[src/rtl/ctx_pkg.sv]
// Package ctx_pkg
// Shared constants and types for the character transmitter.
// Assumes characters are at most 9 bits and the guard count fits in 8 bits.
package ctx_pkg;

    localparam int MAX_BITS = 9;
    localparam int NB_W     = 4;
    localparam int GUARD_W  = 8;

    // Parity selection codes
    localparam logic [2:0] PAR_EVEN  = 3'd0;
    localparam logic [2:0] PAR_ODD   = 3'd1;
    localparam logic [2:0] PAR_ZERO  = 3'd2;
    localparam logic [2:0] PAR_ONE   = 3'd3;

    // Stop period selection codes (3 behaves as 2)
    localparam logic [1:0] STOP_ONE  = 2'd0;
    localparam logic [1:0] STOP_HALF = 2'd1;

    typedef enum logic [2:0] {
        ST_IDLE  = 3'd0,
        ST_START = 3'd1,
        ST_DATA  = 3'd2,
        ST_PAR   = 3'd3,
        ST_STOP  = 3'd4,
        ST_GUARD = 3'd5
    } eng_state_e;

    typedef struct packed {
        logic [MAX_BITS-1:0] bits;
        logic [NB_W-1:0]     nbits;
        logic                par_en;
        logic                par_val;
        logic [1:0]          stop_sel;
        logic [GUARD_W-1:0]  guard;
    } frame_t;

endpackage

[src/rtl/ctx_hold_stage.sv]
// Module ctx_hold_stage
// One-entry holding register between the writer and the bit engine.
// It also keeps the pending address mark, which the next accepted write consumes.
// Assumes take is raised only while full is 1. Abort has priority over everything.
module ctx_hold_stage
    import ctx_pkg::*;
(
    input  logic                clk,
    input  logic                rst_n,
    input  logic                abort,
    input  logic                wr_en,
    input  logic [MAX_BITS-1:0] wr_data,
    input  logic                addr_cmd,
    input  logic                take,
    output logic                full,
    output logic [MAX_BITS-1:0] data,
    output logic                addr
);

    logic pending;
    logic accept;

    // A write is accepted only into an empty stage
    assign accept = wr_en && !full;

    // Occupancy flag: set by an accepted write, cleared when the engine takes the entry
    always_ff @(posedge clk) begin
        if (!rst_n || abort) begin
            full <= 1'b0;
        end else if (accept) begin
            full <= 1'b1;
        end else if (take) begin
            full <= 1'b0;
        end
    end

    // Character and address-mark capture on an accepted write
    always_ff @(posedge clk) begin
        if (!rst_n) begin
            data <= '0;
            addr <= 1'b0;
        end else if (accept) begin
            data <= wr_data;
            addr <= pending || addr_cmd;
        end
    end

    // Pending address mark: set by the command, consumed by the next accepted write
    always_ff @(posedge clk) begin
        if (!rst_n || abort) begin
            pending <= 1'b0;
        end else if (accept) begin
            pending <= 1'b0;
        end else if (addr_cmd) begin
            pending <= 1'b1;
        end
    end

endmodule

[src/rtl/ctx_frame_form.sv]
// Module ctx_frame_form
// Combinational frame descriptor builder. It sets the data length (the 9-bit
// flag has priority over the length code), masks unused data bits, works out
// the parity position, and passes on the stop and guard selections.
// Assumes its inputs are stable in the cycle the engine loads the descriptor.
module ctx_frame_form
    import ctx_pkg::*;
(
    input  logic [MAX_BITS-1:0] data,
    input  logic                addr,
    input  logic [1:0]          len_code,
    input  logic                nine,
    input  logic [2:0]          parity,
    input  logic [1:0]          stop_sel,
    input  logic [GUARD_W-1:0]  guard,
    output frame_t              frame
);

    logic [NB_W-1:0]     nb;
    logic [MAX_BITS-1:0] mask;
    logic                ones_odd;

    // Effective length and the mask of the data bits that are sent
    always_comb begin
        nb = nine ? NB_W'(MAX_BITS) : (NB_W'(len_code) + NB_W'(5));
        for (int i = 0; i < MAX_BITS; i++) begin
            mask[i] = (NB_W'(i) < nb);
        end
    end

    // Parity fold over the sent data bits
    always_comb begin
        ones_odd = ^(data & mask);
    end

    // Descriptor assembly, including the parity code decode
    always_comb begin
        frame.bits     = data & mask;
        frame.nbits    = nb;
        frame.stop_sel = stop_sel;
        frame.guard    = guard;
        frame.par_en   = 1'b1;
        case (parity)
            PAR_EVEN: frame.par_val = ones_odd;
            PAR_ODD:  frame.par_val = !ones_odd;
            PAR_ZERO: frame.par_val = 1'b0;
            PAR_ONE:  frame.par_val = 1'b1;
            3'd4, 3'd5: begin
                frame.par_en  = 1'b0;
                frame.par_val = 1'b0;
            end
            default:  frame.par_val = addr;
        endcase
    end

endmodule

[src/rtl/ctx_bit_engine.sv]
// Module ctx_bit_engine
// Frame sequencer and shifter. It loads a descriptor from the holding stage
// when idle, then walks through start, data, parity, stop and guard, counting
// OVS oversampling ticks per bit time (3*OVS/2 for the 1.5-bit stop period).
// Assumes OVS is even and at least 2. Abort returns it to idle at once.
module ctx_bit_engine
    import ctx_pkg::*;
#(
    parameter int OVS = 16
) (
    input  logic   clk,
    input  logic   rst_n,
    input  logic   abort,
    input  logic   os_tick,
    input  logic   avail,
    input  frame_t frame,
    output logic   take,
    output logic   busy,
    output logic   line
);

    localparam int LIM_W = $clog2(2 * OVS + 1);
    localparam logic [LIM_W-1:0] LIM_ONE  = LIM_W'(OVS);
    localparam logic [LIM_W-1:0] LIM_HALF = LIM_W'((3 * OVS) / 2);
    localparam logic [LIM_W-1:0] LIM_TWO  = LIM_W'(2 * OVS);

    eng_state_e          state;
    logic [LIM_W-1:0]    cnt;
    logic [LIM_W-1:0]    lim;
    logic                bit_end;
    logic [MAX_BITS-1:0] shreg;
    logic [NB_W-1:0]     bits_left;
    logic                par_en;
    logic                par_val;
    logic [1:0]          stop_sel;
    logic [GUARD_W-1:0]  guard_left;

    assign take = (state == ST_IDLE) && avail;
    assign busy = (state != ST_IDLE);

    // Tick count that ends the current bit time
    always_comb begin
        if (state == ST_STOP) begin
            case (stop_sel)
                STOP_ONE:  lim = LIM_ONE;
                STOP_HALF: lim = LIM_HALF;
                default:   lim = LIM_TWO;
            endcase
        end else begin
            lim = LIM_ONE;
        end
    end

    assign bit_end = os_tick && (cnt == lim - LIM_W'(1));

    // Oversampling tick counter within the current bit time
    always_ff @(posedge clk) begin
        if (!rst_n || abort || state == ST_IDLE) begin
            cnt <= '0;
        end else if (os_tick) begin
            cnt <= bit_end ? '0 : cnt + LIM_W'(1);
        end
    end

    // Frame sequencing, data shifting and descriptor capture
    always_ff @(posedge clk) begin
        if (!rst_n || abort) begin
            state      <= ST_IDLE;
            shreg      <= '0;
            bits_left  <= '0;
            par_en     <= 1'b0;
            par_val    <= 1'b0;
            stop_sel   <= STOP_ONE;
            guard_left <= '0;
        end else begin
            case (state)
                ST_IDLE: begin
                    if (avail) begin
                        state      <= ST_START;
                        shreg      <= frame.bits;
                        bits_left  <= frame.nbits - NB_W'(1);
                        par_en     <= frame.par_en;
                        par_val    <= frame.par_val;
                        stop_sel   <= frame.stop_sel;
                        guard_left <= frame.guard;
                    end
                end
                ST_START: begin
                    if (bit_end) state <= ST_DATA;
                end
                ST_DATA: begin
                    if (bit_end) begin
                        shreg <= shreg >> 1;
                        if (bits_left == '0) begin
                            state <= par_en ? ST_PAR : ST_STOP;
                        end else begin
                            bits_left <= bits_left - NB_W'(1);
                        end
                    end
                end
                ST_PAR: begin
                    if (bit_end) state <= ST_STOP;
                end
                ST_STOP: begin
                    if (bit_end) begin
                        if (guard_left != '0) begin
                            state      <= ST_GUARD;
                            guard_left <= guard_left - GUARD_W'(1);
                        end else begin
                            state <= ST_IDLE;
                        end
                    end
                end
                ST_GUARD: begin
                    if (bit_end) begin
                        if (guard_left == '0) begin
                            state <= ST_IDLE;
                        end else begin
                            guard_left <= guard_left - GUARD_W'(1);
                        end
                    end
                end
                default: state <= ST_IDLE;
            endcase
        end
    end

    // Line level selected by the frame position
    always_comb begin
        case (state)
            ST_START: line = 1'b0;
            ST_DATA:  line = shreg[0];
            ST_PAR:   line = par_val;
            default:  line = 1'b1;
        endcase
    end

endmodule

[src/rtl/ctx_char_tx.sv]
// Module ctx_char_tx
// Top level of the configurable asynchronous character transmitter: holding
// stage, frame descriptor builder and bit engine.
// Assumes os_tick comes from an external baud generator at OVS ticks per bit
// time, and that configuration is held steady while a character is loaded.
module ctx_char_tx
    import ctx_pkg::*;
#(
    parameter int OVS = 16
) (
    input  logic                clk,
    input  logic                rst_n,
    input  logic                os_tick,
    input  logic [1:0]          cfg_len_code,
    input  logic                cfg_nine,
    input  logic [2:0]          cfg_parity,
    input  logic [1:0]          cfg_stop,
    input  logic [GUARD_W-1:0]  cfg_guard,
    input  logic                send_addr,
    input  logic                tx_reset,
    input  logic                wr_en,
    input  logic [MAX_BITS-1:0] wr_data,
    output logic                tx_line,
    output logic                hold_ready,
    output logic                tx_empty
);

    logic                hold_full;
    logic [MAX_BITS-1:0] hold_data;
    logic                hold_addr;
    logic                eng_take;
    logic                eng_busy;
    frame_t              next_frame;

    ctx_hold_stage u_hold (
        .clk      (clk),
        .rst_n    (rst_n),
        .abort    (tx_reset),
        .wr_en    (wr_en),
        .wr_data  (wr_data),
        .addr_cmd (send_addr),
        .take     (eng_take),
        .full     (hold_full),
        .data     (hold_data),
        .addr     (hold_addr)
    );

    ctx_frame_form u_form (
        .data     (hold_data),
        .addr     (hold_addr),
        .len_code (cfg_len_code),
        .nine     (cfg_nine),
        .parity   (cfg_parity),
        .stop_sel (cfg_stop),
        .guard    (cfg_guard),
        .frame    (next_frame)
    );

    ctx_bit_engine #(.OVS(OVS)) u_eng (
        .clk     (clk),
        .rst_n   (rst_n),
        .abort   (tx_reset),
        .os_tick (os_tick),
        .avail   (hold_full),
        .frame   (next_frame),
        .take    (eng_take),
        .busy    (eng_busy),
        .line    (tx_line)
    );

    assign hold_ready = !hold_full;
    assign tx_empty   = !hold_full && !eng_busy;

endmodule

[config.mk]
export PLATFORM = sky130hd
export DESIGN_NAME = ctx_char_tx
export DESIGN_NICKNAME = d
export VERILOG_FILES = /design/src/rtl/ctx_pkg.sv /design/src/rtl/ctx_hold_stage.sv /design/src/rtl/ctx_frame_form.sv /design/src/rtl/ctx_bit_engine.sv /design/src/rtl/ctx_char_tx.sv
export SDC_FILE = /design/constraint.sdc
export NUM_CORES = 1
export LEC_CHECK = 0
export ABC_CLOCK_PERIOD_IN_PS = 3100
export CAP_MARGIN = 0
export CORE_MARGIN = 3
export CORE_UTILIZATION = 45
export CTS_CLUSTER_SIZE = 16
export DETAILED_ROUTE_END_ITERATION = 12
export DONT_BUFFER_PORTS = 1
export GPL_TIMING_DRIVEN = 1
export PLACE_DENSITY = 0.56
export SLEW_MARGIN = 20
export SYNTH_ARGS = -nofsm -noshare
export SYNTH_HDL_FRONTEND = slang
export SYNTH_HIERARCHICAL = 1
export SYNTH_SLANG_ARGS = --single-unit
[constraint.sdc]
create_clock -name clk -period 3.1 [get_ports clk]
set_input_delay 0.62 -clock clk [delete_from_list [all_inputs] [get_ports clk]]
set_output_delay 0.62 -clock clk [all_outputs]
set_load 0.01 [all_outputs]
== Word level (Yosys, flattened, before mapping) ==
Cells that the tools add are included.

* Output and inout bits: 3
* Latch bits: 0
* Memories: 0
* Bits in writable memories: 0
* Memory bits (read-only): 0
* Input bits: 31
* Flip-flop bits (word level): 46

* Muxes and demuxes: 33
* Bitwise logic cells: 1
* Add/subtract/negate cells: 6
* Div/mod/pow operators: 0
* Eq/ne operators: 23
* Order comparisons: 9
* Reduce and logical (&&, ||, !) cells: 30
* $mul: 0
* Shift-type cells: 0

{| class="wikitable"
|+ Operator list
! cell !! number
|-
| 8-bit two-way mux || 5
|-
| 3-bit two-way mux || 10
|-
| 8-bit case mux with 3 select lines || 1
|-
| 9-bit two-way mux || 2
|-
| 3-bit case mux with 6 select lines || 1
|-
| 9-bit case mux with 2 select lines || 1
|-
| 3-bit by 4-bit less-than comparator with 1-bit output, first input constant || 4
|-
| 4-bit two-way mux || 4
|-
| 2-bit by 1-bit != test with 1-bit output, second input constant || 7
|-
| 3-bit by 2-bit equality test with 1-bit output, second input constant || 4
|-
| 3-bit equality test, second input constant || 4
|-
| 6-bit two-way mux || 2
|-
| 6-bit case mux with 2 select lines || 1
|-
| 9-bit AND || 1
|-
| 9-bit XOR reduction || 1
|-
| 8-bit logical NOT || 1
|-
| 1-bit by 4-bit less-than comparator with 1-bit output, first input constant || 2
|-
| 2-bit by 4-bit less-than comparator with 1-bit output, first input constant || 2
|-
| 2-bit != test, second input constant || 4
|-
| 4-bit case mux with 2 select lines || 1
|-
| 8-bit AND reduction || 1
|-
| 8-bit nonzero test || 1
|-
| 4-bit by 1-bit subtractor with 4-bit output, second input constant || 2
|-
| 8-bit by 1-bit subtractor with 8-bit output, second input constant || 1
|-
| other kinds (24) || 39
|}

== Longest topological paths before layout ==
Gate-level depths: netlist of the first run.

* Depth after elaboration: 8
* Mapped depth: 12
* Depth with buffers taken out: 9

== Modules after synthesis ==
Netlist of the first run, hierarchy kept.

{| class="wikitable"
|+ By module, submodules not included
! module !! cells each !! times used !! area each (µm²) !! sequential area each (µm²)
|-
| ctx_bit_engine || 244 || 1 || 1943.1 || 680.7
|-
| ctx_hold_stage || 51 || 1 || 452.9 || 240.2
|-
| ctx_frame_form || 60 || 1 || 431.7 || 0.0
|-
| ctx_char_tx || 2 || 1 || 7.5 || 0.0
|}

== Least setup slack after synthesis of the first run ==
Ideal clock, no wire load.

* Path kind: reg-to-reg
* Start: register u_eng.state[1]
* End: register u_eng.shreg[6]
* Period minus slack after synthesis: 2.850 ns
* Arrival: 2.759 ns
* Path slack: 0.250 ns
* Library setup time: 0.091 ns
* Stages on the path, launching flop included: 13
* Cells stage by stage: dfxtp_1 -> nand2b_1 -> clkbuf_1 -> clkbuf_1 -> nor3_1 -> ha_1 -> xor2_1 -> nor3_1 -> o21ai_4 -> o21ai_2 -> buf_2 -> nor2_1 -> a311oi_1

* Cells in the longest elaborated chain, start to end: 7
* Elaborated cells on any way between the ends: 12

{| class="wikitable"
|+ RTL lines
! element !! line !! source
|-
| start, declared || ctx_bit_engine.sv:27 || <nowiki>eng_state_e state;</nowiki>
|-
| start signal, assigned || ctx_bit_engine.sv:95 || <nowiki>state <= par_en ? ST_PAR : ST_STOP;</nowiki>
|-
| 3-bit equality test || ctx_bit_engine.sv:43 || <nowiki>if (state == ST_STOP) begin</nowiki>
|-
| 6-bit two-way mux || ctx_bit_engine.sv:43 ||
|-
| 6-bit by 1-bit subtractor with 6-bit output || ctx_bit_engine.sv:54 || <nowiki>assign bit_end = os_tick && (cnt == lim - LIM_W'(1));</nowiki>
|-
| 6-bit equality test || ctx_bit_engine.sv:54 ||
|-
| 1-bit logical AND || ctx_bit_engine.sv:54 ||
|-
| 2-bit by 1-bit != test with 1-bit output (no source line) || - ||
|-
| 3-bit AND reduction (no source line) || - ||
|-
| end signal, assigned || ctx_bit_engine.sv:80 || <nowiki>shreg <= frame.bits;</nowiki>
|-
| end signal, assigned || ctx_bit_engine.sv:93 || <nowiki>shreg <= shreg >> 1;</nowiki>
|-
| end, declared || ctx_bit_engine.sv:31 || <nowiki>logic [MAX_BITS-1:0] shreg;</nowiki>
|}

Several ways; a longest one is shown, not always the timed one.
A chain may end at the register's enable or synchronous reset.

== Final worst setup path of the first run ==
* Start: register u_eng.state[1]
* End: register u_eng.guard_left[2]

* Cells in the longest elaborated chain, start to end: 7
* Elaborated cells on any way between the ends: 15

{| class="wikitable"
|+ RTL lines
! element !! line !! source
|-
| 3-bit equality test || ctx_bit_engine.sv:43, ctx_bit_engine.sv:76 ||
|-
| 6-bit two-way mux || ctx_bit_engine.sv:43 ||
|-
| 6-bit by 1-bit subtractor with 6-bit output || ctx_bit_engine.sv:54 ||
|-
| 6-bit equality test || ctx_bit_engine.sv:54 ||
|-
| 1-bit logical AND || ctx_bit_engine.sv:54 ||
|-
| 2-bit by 1-bit != test with 1-bit output (no source line) || - ||
|-
| 6-bit AND reduction (no source line) || - ||
|-
| end signal, assigned || ctx_bit_engine.sv:85 || <nowiki>guard_left <= frame.guard;</nowiki>
|-
| end signal, assigned || ctx_bit_engine.sv:108 || <nowiki>guard_left <= guard_left - GUARD_W'(1);</nowiki>
|-
| end signal, assigned || ctx_bit_engine.sv:119 || <nowiki>guard_left <= guard_left - GUARD_W'(1);</nowiki>
|-
| end, declared || ctx_bit_engine.sv:36 || <nowiki>logic [GUARD_W-1:0] guard_left;</nowiki>
|}

Several ways; a longest one is shown, not always the timed one.

==> impl_metrics.env, run 1 <==
export IMPL_fmax_mhz=380
export IMPL_tightest_slew_ns=0.626
export IMPL_vdd_drop_max_mv=0.269
export IMPL_core_area_um2=6030
export IMPL_post_route_min_period_ns=2.63
export IMPL_setup_tns_ns=0
export IMPL_cts_made_buffers=5
export IMPL_drt_initial_drc_count=113
export IMPL_hold_class="in -> reg"
export IMPL_initial_utilization_pct=47.1
export IMPL_drtPass1Iterations=4
export IMPL_htree_num_levels=2
export IMPL_drv_cap=0
export IMPL_fp_dieArea_um2=7290
export IMPL_setup_viol=0
export IMPL_rows=28
export IMPL_io_buffers=0
export IMPL_antenna_found_initial=0
export IMPL_wl_um=5860
export IMPL_final_cell_mix="70 x nand2_1, 46 x dfxtp_1, 37 x nor2_1"
export IMPL_synth_top_cell_area_share_pct=32.5
export IMPL_grt_pass1_vias=2224
export IMPL_post_place_ws_ns=0.464
export IMPL_drc=0
export IMPL_rsz0062_at_grt="false"
export IMPL_synth_area_top_cells="dfxtp_1 32%, nand2_1 9.3%, nor2_1 4.9%, a21oi_1 3.4%, a311oi_1 3.1%"
export IMPL_final_cells=416
export IMPL_syn_nets=394
export IMPL_io_pins=34
export IMPL_avgSynthCellArea_um2=7.94
export IMPL_vias=2282
export IMPL_final_max_slew_viol_count=0
export IMPL_antenna_diode_count=0
export IMPL_crit_type="reg -> reg"
export IMPL_worst_setup_path_end_kind="flop"
export IMPL_post_dp_hpwl_um=4330
export IMPL_cts_resized=0
export IMPL_place_congestion=0.758
export IMPL_ant_nets=0
export IMPL_fin_worst_skew_ns=0.00784
export IMPL_setup_slack_ns=0.471
export IMPL_syn2layout_area_growth_pct=2.74
export IMPL_nets=377
export IMPL_worstPathMaxFanout=13
export IMPL_synth_area_um2=2840
export IMPL_total_leakage_power_nw=1.07
export IMPL_async_flop_share_pct=0
export IMPL_via_per_inst=5.49
export IMPL_crit_required_ns=3.28
export IMPL_clock_sinks=46
export IMPL_outcome="finished, final reports clean"
export IMPL_power_total_w=0.00123
export IMPL_hold_violations=0
export IMPL_finalCritPeriodShare_pct=84.8
export IMPL_drive_above_1_share_pct=10.3
export IMPL_ys_ff_latch=46
export IMPL_cts_tree="done"
export IMPL_layout_commonest_cell="nand2_1"
export IMPL_cts_root_buf="clkbuf_8"
export IMPL_clockBufferDepth=2
export IMPL_grt_pass1_wl_um=10300
export IMPL_synth_cell_types=67
export IMPL_clk_latency_ns=0.29
export IMPL_grt_use_total_pct=17.2
export IMPL_synthFlopType="dfxtp_1"
export IMPL_fp_dieW_um=85.4
export IMPL_clkSlewWorstSetupHoldPaths_ns=0.09
export IMPL_grt_max_degree=20
export IMPL_startpoint_type="flop"
export IMPL_critPathArrivalTime_ns=2.81
export IMPL_die_h_um=85.4
export IMPL_holdBufCountCts=0
export IMPL_yosysWarnings=6
export IMPL_dp_cells=408
export IMPL_overflow=0
export IMPL_p_per_area_nw_per_um2=424
export IMPL_synthCells=357
export IMPL_synth_edf_count=0
export IMPL_post_cts_buffers=0
export IMPL_wire_per_inst_um=14.1
export IMPL_slew_headroom_pct=58.2
export IMPL_ys_seq_area_share_pct=32.5
export IMPL_yosys_area_top_type="dfxtp_1"
## cell type report
type | count | area [µm²]
Clock buffer | 6 | 72.6
Clock inverter | 2 | 37.5
Fill cell | 625 | 3110
Inverter | 9 | 33.8
Multi-Input combinational cell | 272 | 1710
Sequential cell | 46 | 921
Tap cell | 75 | 93.8
Timing Repair Buffer | 6 | 45.0
## Yosys cell counts (2+ instances only)
cell,count
nand2_1,70
dfxtp_1,46
nor2_1,37
a21oi_1,19
clkbuf_1,15
nand2b_1,13
buf_4,11
nor3_1,11
a311oi_1,10
a21boi_1,9
xor2_1,9
inv_1,8
nand3_1,7
o21ai_0,7
ha_1,6
mux2i_1,6
xnor2_1,4
nor2b_1,3
nor4_1,3
o21a_1,3
a211oi_1,2
a211oi_2,2
a311oi_2,2
a31o_1,2
and2_1,2
and2b_1,2
buf_2,2
buf_6,2
nand4_1,2
nor3b_1,2
o21ai_4,2
or2_2,2
or3_1,2
## worst max-delay path, cell delays in order, from the launching register on
cell and delay (ns):
dfxtp_1 0.32, nand2b_1 0.18, nor3b_1 0.23, ha_1 0.28, xor2_1 0.14, nor3_1 0.33, o21ai_4 0.19, o21ai_4 0.42
o21ai_0 0.16, a32o_1 0.28
## power breakdown
| group | internal (W) | switching [W] | total [W] |
|---|---|---|---|
| registers | 0.000607 | 0.0000149 | 0.000621 |
| logic | 0.0000748 | 0.0000937 | 0.000169 |
| clock network | 0.000241 | 0.000204 | 0.000444 |
| total | 0.000922 | 0.000312 | 0.00123 |
## stage by stage
step                      utilization (%)  instance area (µm²)  hold slack [ns]
after floorplan                         -                 2840            0.435
after global placement               46.5                 2800            0.442
after detailed placement             46.5                 2800            0.448
after CTS                            48.3                 2910            0.438
after global routing                 48.3                 2910            0.439
final                                48.3                 2910            0.448
## kinds of logic after synthesis
| family | after synthesis | share of synthesized area, % |
|---|---|---|
| compound gates | 80 | 22.1 |
| xor+xnor | 15 | 5.38 |
| fa+ha+maj | 6 | 2.65 |
| buf+inv | 39 | 7.24 |
| flops | 46 | 32.5 |
| mux | 8 | 3.00 |
| simple gates | 163 | 27.2 |
## flip-flops by register name, indices dropped and copies added, names as in the netlist
signal            flops
u_eng/bits_left       4
u_eng/cnt             6
u_eng/guard_left      8
u_eng/par_en          1
u_eng/par_val         1
u_eng/shreg           9
u_eng/state           3
u_eng/stop_sel        2
u_hold/addr           1
u_hold/data           9
u_hold/full           1
u_hold/pending        1
## path summary, 6_finish.rpt
path / depth (start not counted) / to / startpoint / slack (ns)
worst max-delay path: 9 / u_eng/guard_left[2] / u_eng/state[1] / 0.47
worst min-delay path: 1 / u_hold/addr / rst_n / 0.45
worst max register to register: 9 / u_eng/guard_left[2] / u_eng/state[1] / 0.47
worst min register to register: 2 / u_hold/data[8] / u_hold/data[8] / 0.45
## metal layers
| layer | track usage [%] | up-vias | routed length [µm] |
|---|---|---|---|
| li1 | - | 1199 | - |
| met2 | 29.4 | 31 | 2850 |
| met5 | 0 | - | 0 |
| met4 | 4.75 | 0 | 29 |
| met1 | 21.7 | 1050 | 2780 |
| met3 | 3.88 | 2 | 199 |
Note: power is estimated with default switching activity, not from simulation.
==> run 2: changes to the inputs <==
--- a/config.mk
+++ b/config.mk
@@ -5,7 +5,8 @@
 export SDC_FILE = /design/constraint.sdc
 export NUM_CORES = 1
 export LEC_CHECK = 0
-export ABC_CLOCK_PERIOD_IN_PS = 3100
+export ABC_AREA = 1
+export ABC_CLOCK_PERIOD_IN_PS = 2400
 export CAP_MARGIN = 0
 export CORE_MARGIN = 3
 export CORE_UTILIZATION = 45
@@ -13,7 +14,7 @@
 export DETAILED_ROUTE_END_ITERATION = 12
 export DONT_BUFFER_PORTS = 1
 export GPL_TIMING_DRIVEN = 1
-export PLACE_DENSITY = 0.56
+export PLACE_DENSITY = 0.58
 export SLEW_MARGIN = 20
 export SYNTH_ARGS = -nofsm -noshare
 export SYNTH_HDL_FRONTEND = slang
==> constraint.sdc (replaced) <==
create_clock -name clk -period 2.4 [get_ports clk]
set_input_delay 0.48 -clock clk [delete_from_list [all_inputs] [get_ports clk]]
set_output_delay 0.48 -clock clk [all_outputs]
set_load 0.01 [all_outputs]
==> run 2 against run 1 <==
Maximum frequency is 20% higher; first-iteration DRC count is 50% higher; critical path depth is 9 higher; final cell count is 35% higher; non-clock buffer count is 6 higher; core utilization is 1.4 points higher; via count is 21% higher; clock power is 13% higher; largest power group unchanged.
==> impl_metrics.env, run 2 <==
export IMPL_outcome="finished, final reports clean"
export IMPL_ant_nets=0
export IMPL_reg2reg_from="u_eng/state[1]"
export IMPL_grt_max_degree=27
export IMPL_power_total_w=0.00214
export IMPL_clockBufferDepth=2
export IMPL_finalCritPeriodShare_pct=91.5
export IMPL_yosys_area_top_type="dfxtp_1"
export IMPL_cp_depth=18
export IMPL_crit_top_cell="nand2_1"
export IMPL_htree_num_levels=2
export IMPL_vdd_drop_max_mv=0.234
export IMPL_drtPass1Iterations=4
export IMPL_synth_edf_count=0
export IMPL_synth_area_um2=3070
export IMPL_syn_nets=527
export IMPL_regToRegEndpoint="u_eng/guard_left[5]"
export IMPL_cts_root_buf="clkbuf_8"
export IMPL_r2r_slack_ns=0.20
export IMPL_layout_commonest_cell="nand2_1"
export IMPL_fillerInstances=678
export IMPL_fmax_mhz=456
export IMPL_hold_class="in -> reg"
export IMPL_synth_top_cell_area_share_pct=30.0
export IMPL_hold_violations=0
export IMPL_final_cell_mix="120 x nand2_1, 83 x nor2_1, 55 x inv_1"
export IMPL_r2r_cells=18
export IMPL_clk_latency_ns=0.30
export IMPL_syn2layout_area_growth_pct=5.30
export IMPL_via_per_inst=4.93
export IMPL_drv_cap=0
export IMPL_ys_ff_latch=46
export IMPL_cp_num_buf_inv=5
export IMPL_drc=0
export IMPL_synthCells=490
export IMPL_crit_type="reg -> reg"
export IMPL_clock_power_share_pct=23.4
export IMPL_die_h_um=88.6
export IMPL_grt_use_total_pct=17.6
export IMPL_clock_sinks=46
export IMPL_wl_um=6770
export IMPL_place_congestion=0.842
export IMPL_cts_made_buffers=5
export IMPL_async_flop_share_pct=0
export IMPL_grt_pass1_wl_um=11000
export IMPL_pwr_share_seq_pct=40.4
export IMPL_setup_tns_ns=0
export IMPL_tightest_slew_ns=0.401
export IMPL_ys_seq_area_share_pct=30.0
export IMPL_overflow=0
export IMPL_reg_largest_list="u_eng/shreg x9, u_hold/data x9, u_eng/guard_left x8"
export IMPL_rows=29
export IMPL_post_dp_hpwl_um=5140
export IMPL_grt_pass1_vias=2465
export IMPL_startpoint_type="flop"
export IMPL_yosysMostFrequentCell="nand2_1"
export IMPL_cpMaxStageDelayCell="dfxtp_4"
export IMPL_synth_cell_types=32
export IMPL_p_switching_w=0.000802
export IMPL_p_comb_share_pct=36.2
export IMPL_path_delay_family="simple AND/OR/NAND/NOR gates"
export IMPL_worstPathMaxFanout=7
export IMPL_p_per_area_nw_per_um2=663
export IMPL_crit_required_ns=2.61
export IMPL_slew_headroom_pct=73.2
export IMPL_core_area_um2=6490
export IMPL_worst_setup_path_end_kind="flop"
export IMPL_yosysWarnings=6
export IMPL_final_max_slew_viol_count=0
export IMPL_setup_viol=0
export IMPL_total_leakage_power_nw=1.52
export IMPL_fin_worst_skew_ns=0.0113
export IMPL_vias=2763
export IMPL_cp_cell_sequence="inv_4 > nand2_4 > nor2_4 > nand2_2 > inv_1 > ha_1 > inv_1 > nand2_1 > nand2_1 > nand2_1 > nor2_4 > nand3_4 > a21oi_4 > buf_4 > buf_6 > nand3_1 > nand2_1 > nor2_1"
export IMPL_drive_above_1_share_pct=12.8
export IMPL_clkSlewWorstSetupHoldPaths_ns=0.09
export IMPL_endpoint="u_eng/guard_left[5]"
export IMPL_switching_share_pct=37.4
export IMPL_cts_tree="done"
export IMPL_setup_slack_ns=0.205
export IMPL_internal_power_w=0.00134
export IMPL_fp_dieArea_um2=7850
export IMPL_avgSynthCellArea_um2=6.26
export IMPL_critPathArrivalTime_ns=2.40
export IMPL_slowest_delay_ns=0.37
export IMPL_synth_common_cells="121 x nand2_1, 86 x nor2_1, 55 x inv_1, 46 x dfxtp_1, 39 x nand3_1"
export IMPL_nets=519
export IMPL_fp_dieW_um=88.6
export IMPL_cp_startpoint="u_eng/state[1]"
export IMPL_antenna_found_initial=0
export IMPL_synth_area_top_cells="dfxtp_1 30%, nand2_1 15%, nor2_1 11%, inv_1 6.7%, nand3_1 6.4%"
export IMPL_synthFlopType="dfxtp_1"
export IMPL_wire_per_inst_um=12.1
export IMPL_initial_utilization_pct=47.3
export IMPL_post_place_ws_ns=-0.0739
export IMPL_io_buffers=0
export IMPL_antenna_diode_count=0
export IMPL_io_pins=34
export IMPL_post_route_min_period_ns=2.20
export IMPL_drt_initial_drc_count=169
[run 2: cells by family (layout without fill, tap and decap cells)]
kind of cell,Yosys count,after routing,synth area share [%]
AO/OA/AOI/OAI,49,49,9.21
XOR/XNOR,14,14,4.00
adder cells (fa/ha/maj),6,6,2.45
buffers and inverters,90,83,12.9
flip-flops,46,46,30.0
multiplexers,1,1,0.326
AND/OR/NAND/NOR,284,284,41.1
[run 2: stage by stage]
| step | hold slack (ns) | util (%) | std cells | instance area [µm²] |
|---|---|---|---|---|
| final | 0.285 | 49.8 | 560 | 3230 |
| after floorplan | 0.430 | - | 490 | 3070 |
| after global placement | 0.453 | 46.7 | 544 | 3040 |
| after detailed placement | 0.455 | 46.7 | 544 | 3040 |
| after global routing | 0.279 | 49.8 | 560 | 3230 |
| after CTS | 0.279 | 48.3 | 553 | 3140 |
[run 2: routing by layer]
layer	vias to the layer above	track usage [%]	share of wire (%)
li1	1495	-	-
met1	1230	23.2	49
met2	34	29.7	48
met3	4	2.98	2.2
met4	0	4.67	0.50
met5	-	0	0
[run 2: final cells by class]
class / instances / area (µm²) / area share [%]
sequential: 46 / 927 / 28.7
multi-input combinational: 354 / 1780 / 55.1
clock buffer: 7 / 86.3 / 2.67
inverter: 63 / 241 / 7.47
timing repair buffer: 12 / 93.8 / 2.90
tap: 77 / 96.3 / 2.98
clock inverter: 1 / 5.00 / 0.155
[run 2: how the worst min path moves through the flow]
stage | depth (start not counted) | startpoint | end
4_1_cts | 2 | rst_n | u_hold/addr
3_3_place_gp | 2 | u_eng/stop_sel[0] | u_eng/stop_sel[0]
5_1_grt | 2 | rst_n | u_hold/addr
2_1_floorplan | 2 | u_eng/par_val | u_eng/par_val
6_report | 2 | rst_n | u_hold/addr
3_5_place_dp | 2 | u_eng/stop_sel[0] | u_eng/stop_sel[0]
[run 2: power by group through the flow]
stage | combinational [W] | clock (W) | sequential (W)
2_1_floorplan | 0.000600 | 0 | 0.000860
3_3_place_gp | 0.000693 | 0 | 0.000879
3_5_place_dp | 0.000699 | 0 | 0.000881
4_1_cts | 0.000711 | 0.000520 | 0.000863
5_1_grt | 0.000880 | 0.000546 | 0.000873
6_report | 0.000776 | 0.000501 | 0.000866
[run 2: what timing repair did]
item,in CTS,in global routing
setup buffers,1,7
pin swaps,1,6
resized for setup,1,14
hold buffers,0,0
endpoints found under the setup margin,6,22
==> run 3: changes to the inputs <==
--- a/config.mk
+++ b/config.mk
@@ -6,7 +6,7 @@
 export NUM_CORES = 1
 export LEC_CHECK = 0
 export ABC_AREA = 1
-export ABC_CLOCK_PERIOD_IN_PS = 2400
+export ABC_CLOCK_PERIOD_IN_PS = 2700
 export CAP_MARGIN = 0
 export CORE_MARGIN = 3
 export CORE_UTILIZATION = 45
@@ -14,7 +14,7 @@
 export DETAILED_ROUTE_END_ITERATION = 12
 export DONT_BUFFER_PORTS = 1
 export GPL_TIMING_DRIVEN = 1
-export PLACE_DENSITY = 0.58
+export PLACE_DENSITY = 0.56
 export SLEW_MARGIN = 20
 export SYNTH_ARGS = -nofsm -noshare
 export SYNTH_HDL_FRONTEND = slang
==> constraint.sdc (replaced) <==
create_clock -name clk -period 2.7 [get_ports clk]
set_input_delay 0.54 -clock clk [delete_from_list [all_inputs] [get_ports clk]]
set_output_delay 0.54 -clock clk [all_outputs]
set_load 0.01 [all_outputs]
==> run 3 against run 2 <==
Hold slack improved by 0.064 ns; critical path depth down 2; maximum frequency down 11%; count of clock-buffer cells in the layout down 2; register-to-register slack improved by 0.04 ns; sequential power decreased by 12%; worst setup slack better by 0.042 ns; largest power group unchanged; highest routed layer unchanged.
==> impl_metrics.env, run 3 (synthesis gave the netlist of run 2 again) <==
export IMPL_drt_initial_drc_count=117
export IMPL_top_layer_used="met4"
export IMPL_final_cell_mix="120 x nand2_1, 85 x nor2_1, 55 x inv_1"
export IMPL_drive_above_1_share_pct=10.3
export IMPL_rsz0062_at_grt="true"
export IMPL_outcome="finished, final reports clean"
export IMPL_holdBufCountCts=0
export IMPL_rows=29
export IMPL_post_place_ws_ns=0.237
export IMPL_clkSlewWorstSetupHoldPaths_ns=0.09
export IMPL_io_buffers=0
export IMPL_finalCritPeriodShare_pct=90.9
export IMPL_place_congestion=0.832
export IMPL_clockBufferDepth=2
export IMPL_cts_root_buf="clkbuf_8"
export IMPL_p_comb_share_pct=34.4
export IMPL_nets=511
export IMPL_io_pins=34
export IMPL_overflow=0
export IMPL_die_h_um=88.6
export IMPL_layout_commonest_cell="nand2_1"
export IMPL_core_area_um2=6490
export IMPL_drv_cap=0
export IMPL_met1_length_um=3170
export IMPL_grt_max_degree=15
export IMPL_via_per_inst=4.98
export IMPL_post_cts_buffers=0
export IMPL_final_util_pct=48.0
export IMPL_clk_latency_ns=0.30
export IMPL_pwr_share_seq_pct=42.7
export IMPL_tightest_slew_ns=0.577
export IMPL_dp_cells=544
export IMPL_grt_use_total_pct=17.1
export IMPL_wl_met2_um=3070
export IMPL_met3_wirelength_um=186
export IMPL_internal_power_w=0.00111
export IMPL_grt_pass1_vias=2429
export IMPL_worst_setup_path_end_kind="flop"
export IMPL_grt_pass1_wl_um=10700
export IMPL_final_max_slew_viol_count=0
export IMPL_power_total_w=0.00179
export IMPL_fin_worst_skew_ns=0.00883
export IMPL_crit_type="reg -> reg"
export IMPL_htree_num_levels=2
export IMPL_fp_dieArea_um2=7850
export IMPL_vias=2745
export IMPL_hold_violations=0
export IMPL_drc=0
export IMPL_clock_power_share_pct=22.8
export IMPL_post_dp_hpwl_um=5080
export IMPL_antenna_diode_count=0
export IMPL_slew_headroom_pct=61.4
export IMPL_switching_share_pct=37.8
export IMPL_clock_sinks=46
export IMPL_ant_nets=0
export IMPL_vdd_drop_max_mv=0.205
export IMPL_drtPass1Iterations=5
export IMPL_worstPathMaxFanout=8
export IMPL_reg_largest_list="u_eng/shreg x9, u_hold/data x9, u_eng/guard_left x8"
export IMPL_antenna_found_initial=0
export IMPL_p_switching_w=0.000678
export IMPL_cts_tree="done"
export IMPL_cts_made_buffers=5
export IMPL_hold_class="in -> reg"
export IMPL_initial_utilization_pct=47.3
export IMPL_post_route_min_period_ns=2.45
export IMPL_total_leakage_power_nw=1.47
export IMPL_p_per_area_nw_per_um2=575
export IMPL_crit_required_ns=2.90
export IMPL_final_cells=551
export IMPL_syn2layout_area_growth_pct=1.63
export IMPL_wl_um=6510
export IMPL_setup_viol=0
export IMPL_startpoint_type="flop"
export IMPL_setup_slack_ns=0.247
export IMPL_critPathArrivalTime_ns=2.65
export IMPL_fp_dieW_um=88.6
export IMPL_wire_per_inst_um=11.8
export IMPL_fmax_mhz=408
==> run 3: cell type report <==
type,instances,area (µm²)
Clock inverter,2,10.0
Tap cell,77,96.3
Multi-Input combinational cell,354,1760
Timing Repair Buffer,4,30.0
Inverter,63,236
Clock buffer,5,68.8
Fill cell,717,3380
Sequential cell,46,921
==> run 3: stage by stage <==
stage	hold WS [ns]	area [µm²]	TNS, ns
after CTS	0.337	3110	0
after global routing	0.344	3120	-0.00184
after global placement	0.448	3040	0
final	0.349	3120	0
after floorplan	0.430	3070	0
after detailed placement	0.452	3040	0
==> run 3: power by group through the flow <==
stage | sequential (W) | clock (W) | combinational, W
floorplan | 0.000765 | 0 | 0.000534
global placement | 0.000782 | 0 | 0.000613
detailed placement | 0.000782 | 0 | 0.000615
CTS | 0.000766 | 0.000429 | 0.000617
global route | 0.000772 | 0.000457 | 0.000709
finish | 0.000766 | 0.000409 | 0.000617
==> run 3: worst paths after layout <==
| kind | startpoint | endpoint | slack [ns] | cells past startpoint |
|---|---|---|---|---|
| setup reg to reg | u_eng/state[0] | u_eng/bits_left[0] | 0.25 | 16 |
| setup / recovery | u_eng/state[0] | u_eng/bits_left[0] | 0.25 | 16 |
| hold reg to reg | u_eng/stop_sel[0] | u_eng/stop_sel[0] | 0.47 | 2 |
| hold / removal | rst_n | u_hold/addr | 0.35 | 2 |
==> run 3: metal layers <==
layer	track usage (%)	vias up
met5	0	-
met4	5.08	0
met3	3.26	8
met2	29.3	35
met1	21.9	1226
li1	-	1476
==> run 3: critical path, cell delays in order, from the launching register on <==
cell	delay [ns]
dfxtp_1	0.33
inv_2	0.11
nand2_2	0.11
nor2_4	0.17
nand2_1	0.11
inv_1	0.07
ha_1	0.23
inv_1	0.06
nand2_1	0.05
nand2_1	0.05
nand2_1	0.05
nor2_1	0.20
nand3_4	0.19
o21ai_2	0.32
inv_1	0.12
nor2_1	0.12
nor2_1	0.05
==> run 3: timing repair <==
| action | 4_1_cts | 5_1_grt |
|---|---|---|
| setup endpoints to repair | 0 | 8 |
| endpoints found under the hold margin | 0 | 0 |
| gates resized for setup | 0 | 2 |
